`src/rtl/pgm_seq_pkg.sv`:
```
package pgm_seq_pkg;

  // State value equals the save-slot index; the word offset is index * 8.
  typedef enum logic [3:0] {
    SL_PLEN   = 4'd0,
    SL_PCODE  = 4'd1,
    SL_EVADDR = 4'd2,
    SL_EVCODE = 4'd3,
    SL_POMASK = 4'd4,
    SL_POADDR = 4'd5,
    SL_BEA    = 4'd6,
    SL_PNMASK = 4'd7,
    SL_PNADDR = 4'd8,
    SL_SCODE  = 4'd9,
    SL_SLEN   = 4'd10,
    SL_SOMASK = 4'd11,
    SL_SOADDR = 4'd12,
    SL_SNMASK = 4'd13,
    SL_SNADDR = 4'd14,
    SL_IDLE   = 4'd15
  } seq_st_e;

  localparam logic [15:0] EVT_BIT = 16'h0080;

  function automatic logic [2:0] opcode_len(input logic [7:0] op);
    case (op[7:6])
      2'b00:   return 3'd2;
      2'b11:   return 3'd6;
      default: return 3'd4;
    endcase
  endfunction

  function automatic logic code_completes(input logic [15:0] code);
    case (code)
      16'h0001, 16'h0002, 16'h0004, 16'h0005, 16'h0006, 16'h0007,
      16'h0008, 16'h0009, 16'h000A, 16'h000B, 16'h000C, 16'h000D,
      16'h000E: return 1'b1;
      default:  return 1'b0;
    endcase
  endfunction

  function automatic logic addr_advances(input logic [15:0] code, input logic nullify);
    if (code == EVT_BIT) return !nullify;
    return code_completes(code);
  endfunction

endpackage

```
`src/rtl/pgm_len_decode.sv`:
```
module pgm_len_decode
  import pgm_seq_pkg::*;
(
  input  logic [1:0] len_sel,
  input  logic [7:0] opcode,
  input  logic       ifetch,
  input  logic       is_svc,
  output logic [2:0] ilen
);
  always_comb begin
    if (!is_svc && ifetch) ilen = 3'd2;
    else begin
      case (len_sel)
        2'd1:    ilen = 3'd2;
        2'd2:    ilen = 3'd4;
        2'd3:    ilen = 3'd6;
        default: ilen = opcode_len(opcode);
      endcase
    end
  end
endmodule

```
`src/rtl/pgm_fpc_merge.sv`:
```
module pgm_fpc_merge (
  input  logic [31:0] fpc_in,
  input  logic [1:0]  dx_kind,
  input  logic        afp_en,
  input  logic [7:0]  dxc,
  output logic        wr,
  output logic [31:0] fpc_new
);
  always_comb begin
    wr      = (dx_kind == 2'd2) || ((dx_kind == 2'd1) && afp_en);
    fpc_new = {fpc_in[31:16], dxc, fpc_in[7:0]};
  end
endmodule

```
`src/rtl/pgm_seq_fsm.sv`:
```
module pgm_seq_fsm
  import pgm_seq_pkg::*;
#(
  parameter int DW   = 64,
  parameter int MAW  = 16,
  parameter int unsigned BASE = 256
) (
  input  logic           clk,
  input  logic           rst_n,
  input  logic           accept,
  input  logic           req_svc,
  input  logic [15:0]    req_code,
  input  logic [2:0]     ilen,
  input  logic [DW-1:0]  cur_mask,
  input  logic [DW-1:0]  cur_addr,
  input  logic [DW-1:0]  bea,
  input  logic           evt_pend,
  input  logic           evt_nullify,
  input  logic [15:0]    evt_code,
  input  logic [DW-1:0]  evt_addr,
  output logic           mem_req,
  output logic           mem_we,
  output logic [MAW-1:0] mem_addr,
  output logic [DW-1:0]  mem_wdata,
  input  logic           mem_ack,
  input  logic [DW-1:0]  mem_rdata,
  output logic           busy,
  output logic           psw_load,
  output logic [DW-1:0]  new_mask,
  output logic [DW-1:0]  new_addr,
  output logic           evt_clear
);
  seq_st_e st, nxt;
  logic          evp_q, evn_q, load_q;
  logic [15:0]   code_q, evc_q;
  logic [2:0]    len_q;
  logic [DW-1:0] mask_q, addr_q, eva_q, bea_q, nmask_q, naddr_q;
  logic          step, adv;

  assign step      = (st != SL_IDLE) && mem_ack;
  assign adv       = addr_advances(code_q, evn_q);
  assign busy      = (st != SL_IDLE);
  assign mem_req   = busy;
  assign mem_we    = busy && !(st inside {SL_PNMASK, SL_PNADDR, SL_SNMASK, SL_SNADDR});
  assign mem_addr  = MAW'(BASE) + MAW'({st, 3'b000});
  assign evt_clear = (st == SL_EVCODE) && mem_ack;
  assign psw_load  = load_q;
  assign new_mask  = nmask_q;
  assign new_addr  = naddr_q;

  always_comb begin
    case (st)
      SL_EVADDR: nxt = SL_EVCODE;
      SL_EVCODE: nxt = SL_PLEN;
      SL_PLEN:   nxt = SL_PCODE;
      SL_PCODE:  nxt = SL_POMASK;
      SL_POMASK: nxt = SL_POADDR;
      SL_POADDR: nxt = SL_BEA;
      SL_BEA:    nxt = SL_PNMASK;
      SL_PNMASK: nxt = SL_PNADDR;
      SL_SCODE:  nxt = SL_SLEN;
      SL_SLEN:   nxt = SL_SOMASK;
      SL_SOMASK: nxt = SL_SOADDR;
      SL_SOADDR: nxt = SL_SNMASK;
      SL_SNMASK: nxt = SL_SNADDR;
      SL_SNADDR: nxt = evp_q ? SL_EVADDR : SL_IDLE;
      default:   nxt = SL_IDLE;
    endcase
  end

  always_comb begin
    case (st)
      SL_PLEN, SL_SLEN:     mem_wdata = DW'(len_q);
      SL_PCODE:             mem_wdata = DW'(code_q | (evp_q ? EVT_BIT : 16'h0000));
      SL_SCODE:             mem_wdata = DW'(code_q);
      SL_EVADDR:            mem_wdata = eva_q;
      SL_EVCODE:            mem_wdata = DW'(evc_q);
      SL_POMASK, SL_SOMASK: mem_wdata = mask_q;
      SL_POADDR:            mem_wdata = addr_q + (adv ? DW'(len_q) : '0);
      SL_SOADDR:            mem_wdata = addr_q + DW'(len_q);
      SL_BEA:               mem_wdata = bea_q;
      default:              mem_wdata = '0;
    endcase
  end

  always_ff @(posedge clk) begin
    if (!rst_n) begin
      st <= SL_IDLE; load_q <= 1'b0; evp_q <= 1'b0; evn_q <= 1'b0;
      code_q <= '0; evc_q <= '0; len_q <= 3'd2;
      mask_q <= '0; addr_q <= '0; eva_q <= '0; bea_q <= '0;
      nmask_q <= '0; naddr_q <= '0;
    end else begin
      load_q <= 1'b0;
      if (accept) begin
        st     <= req_svc ? SL_SCODE : (evt_pend ? SL_EVADDR : SL_PLEN);
        code_q <= req_code;  len_q  <= ilen;
        mask_q <= cur_mask;  addr_q <= cur_addr; bea_q <= bea;
        evp_q  <= evt_pend;  evn_q  <= evt_nullify;
        evc_q  <= evt_code;  eva_q  <= evt_addr;
      end else if (step) begin
        st <= nxt;
        if (st == SL_PNMASK || st == SL_SNMASK) nmask_q <= mem_rdata;
        if (st == SL_PNADDR || st == SL_SNADDR) begin
          naddr_q <= mem_rdata;
          load_q  <= 1'b1;
        end
        if (st == SL_SNADDR) begin
          code_q <= EVT_BIT;
          mask_q <= nmask_q;
          addr_q <= mem_rdata;
        end
      end
    end
  end

  p_len_legal_r1: assert property (@(posedge clk) disable iff (!rst_n)
    busy |-> (len_q == 3'd2 || len_q == 3'd4 || len_q == 3'd6));
  p_req_hold_r12: assert property (@(posedge clk) disable iff (!rst_n)
    (mem_req && !mem_ack) |=> (mem_req && $stable(mem_addr) && $stable(mem_we) && $stable(mem_wdata)));
  p_clear_then_len_r5: assert property (@(posedge clk) disable iff (!rst_n)
    evt_clear |=> (st == SL_PLEN));
  p_busy_ends_with_load_r11: assert property (@(posedge clk) disable iff (!rst_n)
    $fell(busy) |-> psw_load);
  p_chain_after_call_r9: assert property (@(posedge clk) disable iff (!rst_n)
    (psw_load && busy) |-> (st == SL_EVADDR));
endmodule

```
`src/rtl/pgm_irq_seq.sv`:
```
module pgm_irq_seq #(
  parameter int DW   = 64,
  parameter int MAW  = 16,
  parameter int unsigned BASE = 256
) (
  input  logic           clk,
  input  logic           rst_n,
  input  logic           req_valid,
  input  logic           req_svc,
  input  logic [15:0]    req_code,
  input  logic [1:0]     req_len_sel,
  input  logic [7:0]     req_opcode,
  input  logic           req_ifetch,
  input  logic [1:0]     req_dx_kind,
  input  logic [7:0]     req_dxc,
  input  logic           afp_en,
  input  logic [31:0]    fpc_in,
  input  logic [DW-1:0]  cur_mask,
  input  logic [DW-1:0]  cur_addr,
  input  logic [DW-1:0]  last_break_addr,
  input  logic           evt_pend,
  input  logic           evt_nullify,
  input  logic [15:0]    evt_code,
  input  logic [DW-1:0]  evt_addr,
  output logic           mem_req,
  output logic           mem_we,
  output logic [MAW-1:0] mem_addr,
  output logic [DW-1:0]  mem_wdata,
  input  logic           mem_ack,
  input  logic [DW-1:0]  mem_rdata,
  output logic           busy,
  output logic           psw_load,
  output logic [DW-1:0]  new_mask,
  output logic [DW-1:0]  new_addr,
  output logic           evt_clear,
  output logic           fpc_we,
  output logic [31:0]    fpc_out
);
  logic       accept, fpc_wr;
  logic [2:0] ilen;
  logic [31:0] fpc_new;

  assign accept = req_valid && !busy;

  pgm_len_decode u_len (
    .len_sel(req_len_sel), .opcode(req_opcode), .ifetch(req_ifetch),
    .is_svc(req_svc), .ilen(ilen)
  );

  pgm_fpc_merge u_fpc (
    .fpc_in(fpc_in), .dx_kind(req_dx_kind), .afp_en(afp_en), .dxc(req_dxc),
    .wr(fpc_wr), .fpc_new(fpc_new)
  );

  pgm_seq_fsm #(.DW(DW), .MAW(MAW), .BASE(BASE)) u_fsm (
    .clk(clk), .rst_n(rst_n), .accept(accept), .req_svc(req_svc),
    .req_code(req_code), .ilen(ilen), .cur_mask(cur_mask), .cur_addr(cur_addr),
    .bea(last_break_addr), .evt_pend(evt_pend), .evt_nullify(evt_nullify),
    .evt_code(evt_code), .evt_addr(evt_addr), .mem_req(mem_req), .mem_we(mem_we),
    .mem_addr(mem_addr), .mem_wdata(mem_wdata), .mem_ack(mem_ack),
    .mem_rdata(mem_rdata), .busy(busy), .psw_load(psw_load), .new_mask(new_mask),
    .new_addr(new_addr), .evt_clear(evt_clear)
  );

  always_ff @(posedge clk) begin
    if (!rst_n) begin
      fpc_we  <= 1'b0;
      fpc_out <= '0;
    end else begin
      fpc_we <= accept && !req_svc && fpc_wr;
      if (accept && !req_svc && fpc_wr) fpc_out <= fpc_new;
    end
  end

  p_fpc_after_accept_r10: assert property (@(posedge clk) disable iff (!rst_n)
    fpc_we |-> $past(accept && !req_svc));
  p_busy_after_accept_r11: assert property (@(posedge clk) disable iff (!rst_n)
    accept |=> busy);
endmodule

```
`config.mk`:
```
export PLATFORM = sky130hd
export DESIGN_NAME = pgm_irq_seq
export DESIGN_NICKNAME = d
export VERILOG_FILES = /design/src/rtl/pgm_seq_pkg.sv /design/src/rtl/pgm_len_decode.sv /design/src/rtl/pgm_fpc_merge.sv /design/src/rtl/pgm_seq_fsm.sv /design/src/rtl/pgm_irq_seq.sv
export SDC_FILE = /design/constraint.sdc
export NUM_CORES = 1
export LEC_CHECK = 0
export BUFFER_PORTS_ARGS = -buffer_cell sky130_fd_sc_hd__buf_2
export CORE_MARGIN = 2
export CORE_UTILIZATION = 30
export CTS_CLUSTER_SIZE = 28
export DETAILED_ROUTE_END_ITERATION = 16
export PLACE_DENSITY = 0.61
export SYNTH_ARGS = -nofsm -noshare
export SYNTH_HDL_FRONTEND = slang
export SYNTH_SLANG_ARGS = --single-unit
```
`constraint.sdc`:
```
create_clock -name clk -period 3.6 [get_ports clk]
set_input_delay 0.72 -clock clk [delete_from_list [all_inputs] [get_ports clk]]
set_output_delay 0.72 -clock clk [all_outputs]
set_load 0.05 [all_outputs]
```
# [Yosys cells after proc, flatten, opt, wreduce, memory -nomap -nowiden]
# Memories as Yosys holds them, arrays and structs flattened. A register that Yosys moved wholly into a read port is not among the register bits.
# Index checks and enable logic that the tools add are counted.
[word_totals] reg_bits=459 rom_bits=16 output_inout_bits=246 elab_cells=100 memories=1
[mem_list] memory="(name not given)" depth=16 word_bits=1 rd=1 rd_clocked_by_memory_dff=1 wr=0 line="pgm_seq_pkg.sv:34" rtl="case (code)"
[classes] n_addsub=3 eq_ne=22 mux=28 n_bitwise=4 n_reduce_logical=27
[op_table] op="$pmux W64 S9" count=1
[op_table] op="$mux W64" count=6
[op_table] op="$add A64 B3 Y64" count=1
[op_table] op="$add A64 B64 Y64" count=1
[op_table] op="$or A16 B64 Y64" count=1
[op_table] op="$pmux W4 S14" count=1
[op_table] op="$mux W16" count=3
[op_table] op="$eq A4 B4 Y1 const B" count=7
[op_table] op="$mux W4" count=6
[op_table] op="$eq A16 B8 Y1 const B" count=1
[op_table] op="$eq A4 B3 Y1 const B" count=4
[op_table] op="$logic_not A12 Y1" count=1
[op_table] op="$add A9 B7 Y10 const A" count=1
[op_table] op="$pmux W3 S3" count=1
[op_table] op="$eq A2 B2 Y1 const B" count=4
[op_table] op="$eq A4 B2 Y1 const B" count=2
[op_table] op="$logic_and A1 B1 Y1" count=8
[op_table] op="$mux W8" count=1
[op_table] op="$mux W3" count=2
[op_table] op="$pmux W3 S2" count=1
[op_table] op="$reduce_and A3 Y1" count=2
[op_table] op="$mux W1" count=5
[op_table] op="$eq A2 B1 Y1 const B" count=2
[op_table] op="$eq A4 B1 Y1 const B" count=1
[op_table] op="other kinds (12)" count=21

# [Depth between registers and ports, before layout]
# Gate-level depths: netlist of run 1.
[logic_depth] ltp_word=7 depth_mapped=14 mapped_depth_nobuf=13

# [Cells and area by module]
# A second synthesis of run 1 with hierarchy kept.
[unflattened] hier_cells=2305 area_unflattened_um2=21140.3
[by_module_without_submodules] module="pgm_seq_fsm" instances=1 cells_each=2118 area_per_inst_um2=19466.2 seq_area_each_um2=8548.2
[by_module_without_submodules] module="pgm_irq_seq" instances=1 cells_each=143 area_per_inst_um2=1351.3 seq_area_each_um2=660.6
[by_module_without_submodules] module="pgm_fpc_merge" instances=1 cells_each=34 area_per_inst_um2=254.0 seq_area_each_um2=0.0
[by_module_without_submodules] module="pgm_len_decode" instances=1 cells_each=10 area_per_inst_um2=68.8 seq_area_each_um2=0.0

# [Least setup slack after synthesis of run 1]
# Ideal clock, no wire load.
[synth_timing] kind="register to output" start="reg u_fsm.st[2]" end="out mem_wdata[47]" arrival_time_ns=3.936 t_required_ns=2.880 setup_slack_ns=-1.056 stages_incl_launch_ff=15 n_path_buf=2 path_cell_list="dfxtp_1 clkbuf_1 nor2b_1 nand2_1 o21ai_0 and2_1 ha_1 fa_1 nand3_1 nor2_1 nand4_4 buf_4 nor2_1 xnor2_1 o21ai_0"
[synth_between] elab_chain_cells=3 word_cells_on_any_way=14 cone_classes="eq/ne (10); mux (1); reduce/logical (3)"
[synth_lines] element="from (decl)" line="pgm_seq_fsm.sv:33" rtl="seq_st_e st, nxt;"
[synth_lines] element="from (signal assigned)" line="pgm_seq_fsm.sv:95" rtl="st <= req_svc ? SL_SCODE : (evt_pend ? SL_EVADDR : SL_PLEN);"
[synth_lines] element="from (signal assigned)" line="pgm_seq_fsm.sv:101" rtl="st <= nxt;"
[synth_lines] element="$eq A4 B3 Y1, or another cell as far along" line="pgm_seq_fsm.sv:72" rtl="case (st)"
[synth_lines] element="$reduce_or A2 Y1" line="pgm_seq_fsm.sv:72"
[synth_lines] element="$pmux W64 S9 (*)" line="pgm_seq_fsm.sv:72"
[synth_lines] element="to (decl)" line="pgm_irq_seq.sv:28" rtl="output logic [DW-1:0] mem_wdata,"
# Every way passes the cells marked *; elsewhere a longest branch is shown, timed or not.

# [Final worst setup path of run 1]
[layout_timing] start="reg u_fsm.code_q[0]" end="out mem_wdata[51]"
[layout_between] elab_chain_cells=6
[layout_lines] element="from (decl)" line="pgm_seq_fsm.sv:35" rtl="logic [15:0] code_q, evc_q;"
[layout_lines] element="from (signal assigned)" line="pgm_seq_fsm.sv:96" rtl="code_q <= req_code; len_q <= ilen;"
[layout_lines] element="$eq A16 B8 Y1" line="pgm_seq_pkg.sv:43" rtl="if (code == EVT_BIT) return !nullify;"
[layout_lines] element="$mux W1" line="pgm_seq_pkg.sv:43"
[layout_lines] element="$mux W1" line="pgm_seq_pkg.sv:44" rtl="return code_completes(code);"
[layout_lines] element="$mux W3" line="pgm_seq_fsm.sv:79" rtl="SL_POADDR: mem_wdata = addr_q + (adv ? DW'(len_q) : '0);"
[layout_lines] element="$add A64 B64 Y64" line="pgm_seq_fsm.sv:79"
[layout_lines] element="$pmux W64 S9" line="pgm_seq_fsm.sv:72"
# No other way between the ends.

==> flow_metrics.env, run 1 <==
export IMPL_status="complete, but fails checks"
export IMPL_layout_drive_gt1_share=0.313
export IMPL_groute_usage_overall=0.233
export IMPL_cp_cell_sequence="or4_4, nor3_4, a21oi_2, o21ai_2, and2_4, ha_4, fa_2, nand3_4, nor2_4, nand4_4, buf_12, clkbuf_16, nor4_4, xnor2_2, o21ai_4, buf_8"
export IMPL_cp_slowest_stage_delay_ns=0.54
export IMPL_start_util=0.302
export IMPL_slowest_stage="or4_4"
export IMPL_startpoint="u_fsm.code_q[0]$_SDFFE_PN0P_"
export IMPL_totalPowerFinal_mw=19.5
export IMPL_multi_input_area_um2=12200
export IMPL_tns_ns=-44.31
export IMPL_vias=21500
export IMPL_rr_worst_depth=8
export IMPL_ys_seq_area_frac=0.435
export IMPL_area_growth_pct=38.6
export IMPL_regArea_um2=9200
export IMPL_fmax_mhz=222
export IMPL_clock_sinks=459
export IMPL_cp_required_ns=2.88
export IMPL_drv_slew=0
export IMPL_ys_types=59
export IMPL_core_area_um2=69900
export IMPL_finalSetupViolCount=62
export IMPL_power_density_nw_per_um2=667
export IMPL_grt_overflow=0
export IMPL_clock_power_share=0.269
export IMPL_h_tree_depth=2
export IMPL_skew_ns=0.00795
export IMPL_rsz0062_at_grt="true"
export IMPL_wl_um=89100
export IMPL_crit_path_start_kind="flip-flop"
export IMPL_synth_area_top_cells="dfxtp_1 (43%), nand2_1 (17%), a21boi_0 (11%)"
export IMPL_synth_edf_count=0
export IMPL_comb_power_share=0.376
export IMPL_netlist_area_leader_share=0.435
export IMPL_ys_warn_count=0
export IMPL_routed_via_density=5.12
export IMPL_tightest_slew_ns=0.896
export IMPL_dr_first_iter_drc_count=1932
export IMPL_ff2ff_setup_slack_ns=0.98
export IMPL_fillers=7148
export IMPL_io_pins=659
export IMPL_critPathKind="flip-flop to primary output"
export IMPL_postRouteAntennaNets=0
export IMPL_p_sw_frac=0.407
export IMPL_path_max_fanout=4
export IMPL_die_height_um=269
export IMPL_rows=97
export IMPL_critPathCapture="mem_wdata[51]"
export IMPL_violations="negative setup slack"
export IMPL_fin_ws_ns=-0.895
export IMPL_avgSynthCellArea_um2=8.04
export IMPL_grt_pass1_wl_um=130000
export IMPL_dpl_hpwl_um=62600
export IMPL_finalNetCount=3633
export IMPL_ir_drop_mv=0.517
export IMPL_cp_num_buf_inv=3
export IMPL_synth_common_cells="nand2_1 (937), dfxtp_1 (459), a21boi_0 (301)"
export IMPL_hold_buffers=0
export IMPL_postSynthCellCount=2627
export IMPL_die_w_um=269
export IMPL_async_flop_share=0
export IMPL_ys_flop_type="dfxtp_1"
export IMPL_cellLeakagePower_nw=13.0
export IMPL_worst_ep_arrival_time_ns=3.78
export IMPL_synth_seq_cells=459
export IMPL_r2r_end="u_fsm.mask_q[10]$_SDFFE_PN0P_"
export IMPL_yosys_area_top_type="dfxtp_1"
export IMPL_dieArea_um2=72600
export IMPL_path_clk_slew_ns=0.06
export IMPL_r2r_start="u_fsm.st[1]$_SDFFE_PN1P_"
export IMPL_slew_headroom=0.403
export IMPL_max_cap_violations=0
export IMPL_cts_tree="yes"
export IMPL_crit_family="simple AND/OR/NAND/NOR gates"
export IMPL_period_share=1.25
export IMPL_fin_area_um2=29300
export IMPL_grt_pass1_vias=20500
export IMPL_min_period_ns=4.50
export IMPL_grt_max_degree=125
export IMPL_hold_class="input pin to flip-flop"
export IMPL_p_sw_mw=7.95
export IMPL_min_delay_start="fpc_in[2]"
export IMPL_yosys_cell_count_top_type="nand2_1"
export IMPL_placed_cell_area_um2=26500
export IMPL_cp_depth=16
export IMPL_port_buffers=632
export IMPL_wire_per_inst_um=21.2
export IMPL_antenna_found_initial=29
export IMPL_root_buffer="clkbuf_16"
export IMPL_cp_end_kind="primary output"
export IMPL_syn_area_um2=21100
export IMPL_cts_buffer_depth=3
export IMPL_numCtsBuffers=52
export IMPL_route_detailed_drc=0
export IMPL_hold_viol=0
export IMPL_first_pass_iters=7
export IMPL_p_seq_frac=0.355
export IMPL_clk_latency_ns=0.60
export IMPL_p_int_mw=11.6
export IMPL_gp_congestion=0.877
## placed cells by master (no fill, tap or decap), types with 7 or more instances in the layout
| cell | count |
|---|---|
| nand4_1 | 11 |
| a222oi_1 | 55 |
| buf_4 | 97 |
| xor2_2 | 13 |
| nand2_1 | 933 |
| nand3_1 | 145 |
| clkbuf_1 | 10 |
| a21boi_0 | 301 |
| o21ai_2 | 18 |
| clkbuf_16 | 53 |
| nor2b_1 | 22 |
| conb_1 | 12 |
| o211a_1 | 128 |
| buf_8 | 10 |
| nand3_4 | 7 |
| nor3_4 | 10 |
| diode_2 | 16 |
| inv_1 | 14 |
| buf_6 | 49 |
| buf_2 | 568 |
| dfxtp_1 | 454 |
| o21ai_4 | 34 |
| xnor2_2 | 17 |
| a22oi_1 | 25 |
| xor2_1 | 8 |
| clkinv_2 | 7 |
| xnor2_1 | 24 |
| nor2_1 | 17 |
| clkbuf_8 | 12 |
| nor4_4 | 16 |
| buf_12 | 32 |
## repair_timing
| action | 4_1_cts | 5_1_grt |
|---|---|---|
| gates cloned | 2 | 1 |
| setup buffers | 2 | 4 |
| endpoints found under the setup margin | 64 | 64 |
| resized for setup | 169 | 59 |
| pin swaps | 16 | 33 |
## logic make-up after synthesis
kind of cell	after synthesis	synth area share
simple gates	1230	0.251
compound gates	614	0.234
flops	459	0.435
buf+inv	249	0.0481
xor+xnor	63	0.0261
fa+ha+maj	5	0.00332
mux	5	0.00255
other cells	2	0.000355
## worst register-to-register path, cell delays in order, from the launching register on
cell and delay [ns]:
dfxtp_2 0.33, buf_4 0.23, and3_1 0.39, and3_4 0.50, buf_12 0.28, buf_4 0.36
nand2_1 0.21, nand3_1 0.13, o211a_1 0.14
## registers in the layout, summed over array words and instances, names as in the netlist, 4 cells and up, named ones only
register and count:
u_fsm.evc_q 16, fpc_out 32, u_fsm.mask_q 64, u_fsm.st 4, u_fsm.new_addr 64, u_fsm.eva_q 64, u_fsm.bea_q 64, u_fsm.new_mask 64
u_fsm.addr_q 64, u_fsm.code_q 16
## power groups by stage
stage,clock network [mW],registers (mW),logic [mW]
after floorplan,0,7.43,4.01
after global placement,0,6.96,6.98
after detailed placement,0,6.97,7.02
after CTS,5.37,6.89,7.27
after global routing,5.55,7.05,7.90
final,5.25,6.94,7.36
## cell type report
type | count | area share
clock inverters | 13 | 0.00521
flip-flops and latches | 459 | 0.314
clock buffers | 74 | 0.0513
diodes | 16 | 0.00137
multi-input cells | 1931 | 0.418
well taps | 940 | 0.0402
inverters | 14 | 0.00179
repair buffers | 757 | 0.169
## worst min path at each step
stage | end | depth (start not counted)
global placement | fpc_out[30]$_SDFFE_PN0P_ | 2
detailed placement | fpc_out[27]$_SDFFE_PN0P_ | 2
finish | fpc_out[2]$_SDFFE_PN0P_ | 3
floorplan | u_fsm.bea_q[0]$_SDFFE_PN0P_ | 2
CTS | fpc_out[2]$_SDFFE_PN0P_ | 3
global route | fpc_out[2]$_SDFFE_PN0P_ | 3
## routing by layer
layer	global-route usage	vias up	part of all wire
met1	0.307	10400	0.43
met4	0.0873	12	0.033
met2	0.379	777	0.47
li1	-	10200	-
met3	0.0420	167	0.066
met5	0	-	0.00065
## stage by stage
stage	hold WS, ns	cells	setup WS, ns	utilization
6_report	0.355	4204	-0.895	0.419
5_1_grt	0.340	4202	-1.04	0.419
4_1_cts	0.311	4183	-0.984	0.413
3_5_place_dp	0.446	4092	-0.430	0.378
3_3_place_gp	0.442	4092	-0.334	0.378
2_1_floorplan	0.443	2637	-0.0633	-
No activity file was read; power rests on OpenSTA's default activity.
==> inputs of run 2 (changes only) <==
--- a/config.mk
+++ b/config.mk
@@ -6,11 +6,13 @@
 export NUM_CORES = 1
 export LEC_CHECK = 0
 export BUFFER_PORTS_ARGS = -buffer_cell sky130_fd_sc_hd__buf_2
+export CELL_PAD_IN_SITES_DETAIL_PLACEMENT = 0
+export CELL_PAD_IN_SITES_GLOBAL_PLACEMENT = 1
 export CORE_MARGIN = 2
-export CORE_UTILIZATION = 30
+export CORE_UTILIZATION = 34
 export CTS_CLUSTER_SIZE = 28
 export DETAILED_ROUTE_END_ITERATION = 16
-export PLACE_DENSITY = 0.61
+export PLACE_DENSITY = 0.86
 export SYNTH_ARGS = -nofsm -noshare
 export SYNTH_HDL_FRONTEND = slang
 export SYNTH_SLANG_ARGS = --single-unit
==> flow_metrics.env, run 2 (synthesized netlist as in run 1, its figures left out) <==
export IMPL_status="complete, but fails checks"
export IMPL_violations="negative setup slack"
export IMPL_final_common_cell="nand2_1"
export IMPL_r2r_start="u_fsm.st[1]$_SDFFE_PN1P_"
export IMPL_gp_congestion=0.879
export IMPL_cp_end_kind="primary output"
export IMPL_slew_headroom=0.505
export IMPL_clk_latency_ns=0.61
export IMPL_grt_pass1_vias=20000
export IMPL_numCtsBuffers=52
export IMPL_postRouteAntennaNets=0
export IMPL_worst_ep_arrival_time_ns=3.79
export IMPL_dieArea_um2=64200
export IMPL_fmax_mhz=222
export IMPL_fin_area_um2=29200
export IMPL_die_height_um=253
export IMPL_first_pass_iters=8
export IMPL_fin_cells=4100
export IMPL_period_share=1.25
export IMPL_finalNetCount=3624
export IMPL_hold_class="input pin to flip-flop"
export IMPL_layout_drive_gt1_share=0.312
export IMPL_path_max_fanout=3
export IMPL_groute_usage_overall=0.256
export IMPL_route_detailed_drc=0
export IMPL_final_cell_mix="nand2_1 (931), buf_2 (568), dfxtp_1 (454), a21boi_0 (301), nand3_1 (147)"
export IMPL_wl_um=87000
export IMPL_placed_cells=3969
export IMPL_dpl_hpwl_um=60900
export IMPL_core_area_um2=61600
export IMPL_ir_drop_mv=0.397
export IMPL_cp_required_ns=2.88
export IMPL_dr_first_iter_drc_count=1948
export IMPL_crit_path_start_kind="flip-flop"
export IMPL_hold_viol=0
export IMPL_fin_ws_ns=-0.910
export IMPL_io_pins=659
export IMPL_grt_overflow=0
export IMPL_placed_cell_area_um2=26200
export IMPL_clock_sinks=459
export IMPL_drv_slew=0
export IMPL_grt_pass1_wl_um=126000
export IMPL_routed_via_density=5.22
export IMPL_startpoint="u_fsm.code_q[0]$_SDFFE_PN0P_"
export IMPL_max_cap_violations=0
export IMPL_critPathKind="flip-flop to primary output"
export IMPL_rsz0062_at_grt="true"
export IMPL_port_buffers=632
export IMPL_antenna_found_initial=21
export IMPL_root_buffer="clkbuf_16"
export IMPL_h_tree_depth=2
export IMPL_power_density_nw_per_um2=679
export IMPL_critPathCapture="mem_wdata[16]"
export IMPL_cellLeakagePower_nw=13.1
export IMPL_start_util=0.343
export IMPL_cts_buffer_depth=3
export IMPL_finalSetupViolCount=62
export IMPL_path_clk_slew_ns=0.06
export IMPL_cts_tree="yes"
export IMPL_ff2ff_setup_slack_ns=0.97
export IMPL_die_w_um=253
export IMPL_rr_worst_depth=8
export IMPL_tightest_slew_ns=0.742
export IMPL_wire_per_inst_um=21.2
export IMPL_min_period_ns=4.51
export IMPL_area_growth_pct=38.2
export IMPL_rows=91
export IMPL_vias=21400
export IMPL_grt_max_degree=141
export IMPL_skew_ns=0.0205
-- run 2: worst max-delay path, stage by stage, from the launching register on --
cell,delay (ns)
dfxtp_2,0.32
or4_4,0.52
nor3_2,0.11
a21oi_1,0.05
o21ai_1,0.13
and2_1,0.14
ha_2,0.19
a21o_1,0.15
or4b_4,0.51
nor3_4,0.26
buf_6,0.16
nand3_4,0.08
xor2_2,0.19
o21ai_4,0.16
buf_6,0.17
-- run 2: power by group --
group	switching, mW	internal (mW)	leakage, nW
registers	0.932	6.11	3.75
logic	4.78	2.34	8.43
clock network	2.28	3.37	0.886
-- run 2: how the worst min path moves through the flow --
stage | cells past startpoint | end | from
2_1_floorplan | 2 | u_fsm.bea_q[0]$_SDFFE_PN0P_ | u_fsm.bea_q[0]$_SDFFE_PN0P_
3_3_place_gp | 2 | fpc_out[29]$_SDFFE_PN0P_ | fpc_out[29]$_SDFFE_PN0P_
3_5_place_dp | 2 | fpc_out[28]$_SDFFE_PN0P_ | fpc_out[28]$_SDFFE_PN0P_
4_1_cts | 3 | fpc_out[26]$_SDFFE_PN0P_ | fpc_in[26]
5_1_grt | 3 | fpc_out[2]$_SDFFE_PN0P_ | fpc_in[2]
6_report | 3 | fpc_out[26]$_SDFFE_PN0P_ | fpc_in[26]
-- run 2: timing repair --
action,4_1_cts,5_1_grt
pin swaps,36,50
cloned,1,2
setup buffers,12,7
hold buffers,0,0
setup endpoints to repair,63,64
gates resized for setup,183,45
-- run 2: per-layer routing --
metal / vias up / GRT usage / share of wire
li1: 10200 / - / -
met1: 10300 / 0.338 / 0.43
met2: 787 / 0.411 / 0.47
met3: 154 / 0.0510 / 0.073
met4: 4 / 0.0975 / 0.029
met5: - / 0 / 0.00029
-- run 2: stage by stage --
step	power, mW	hold slack [ns]	TNS, ns	setup slack (ns)	util
after floorplan	11.4	0.443	-0.344	-0.0633	-
after global placement	13.8	0.438	-10.40	-0.397	0.425
after detailed placement	13.9	0.442	-13.16	-0.447	0.425
after CTS	19.8	0.317	-44.76	-0.912	0.469
after global routing	20.7	0.344	-50.88	-1.01	0.474
final	19.8	0.346	-41.95	-0.910	0.474
-- run 2: final cells by class --
type	count	area [um^2]
tap	837	1050
fill	6099	32400
timing repair buffer	747	4860
clock buffer	73	1520
antenna	16	40.0
multi-input combinational	1932	12200
sequential	459	9200
inverter	14	52.6
clock inverter	22	279
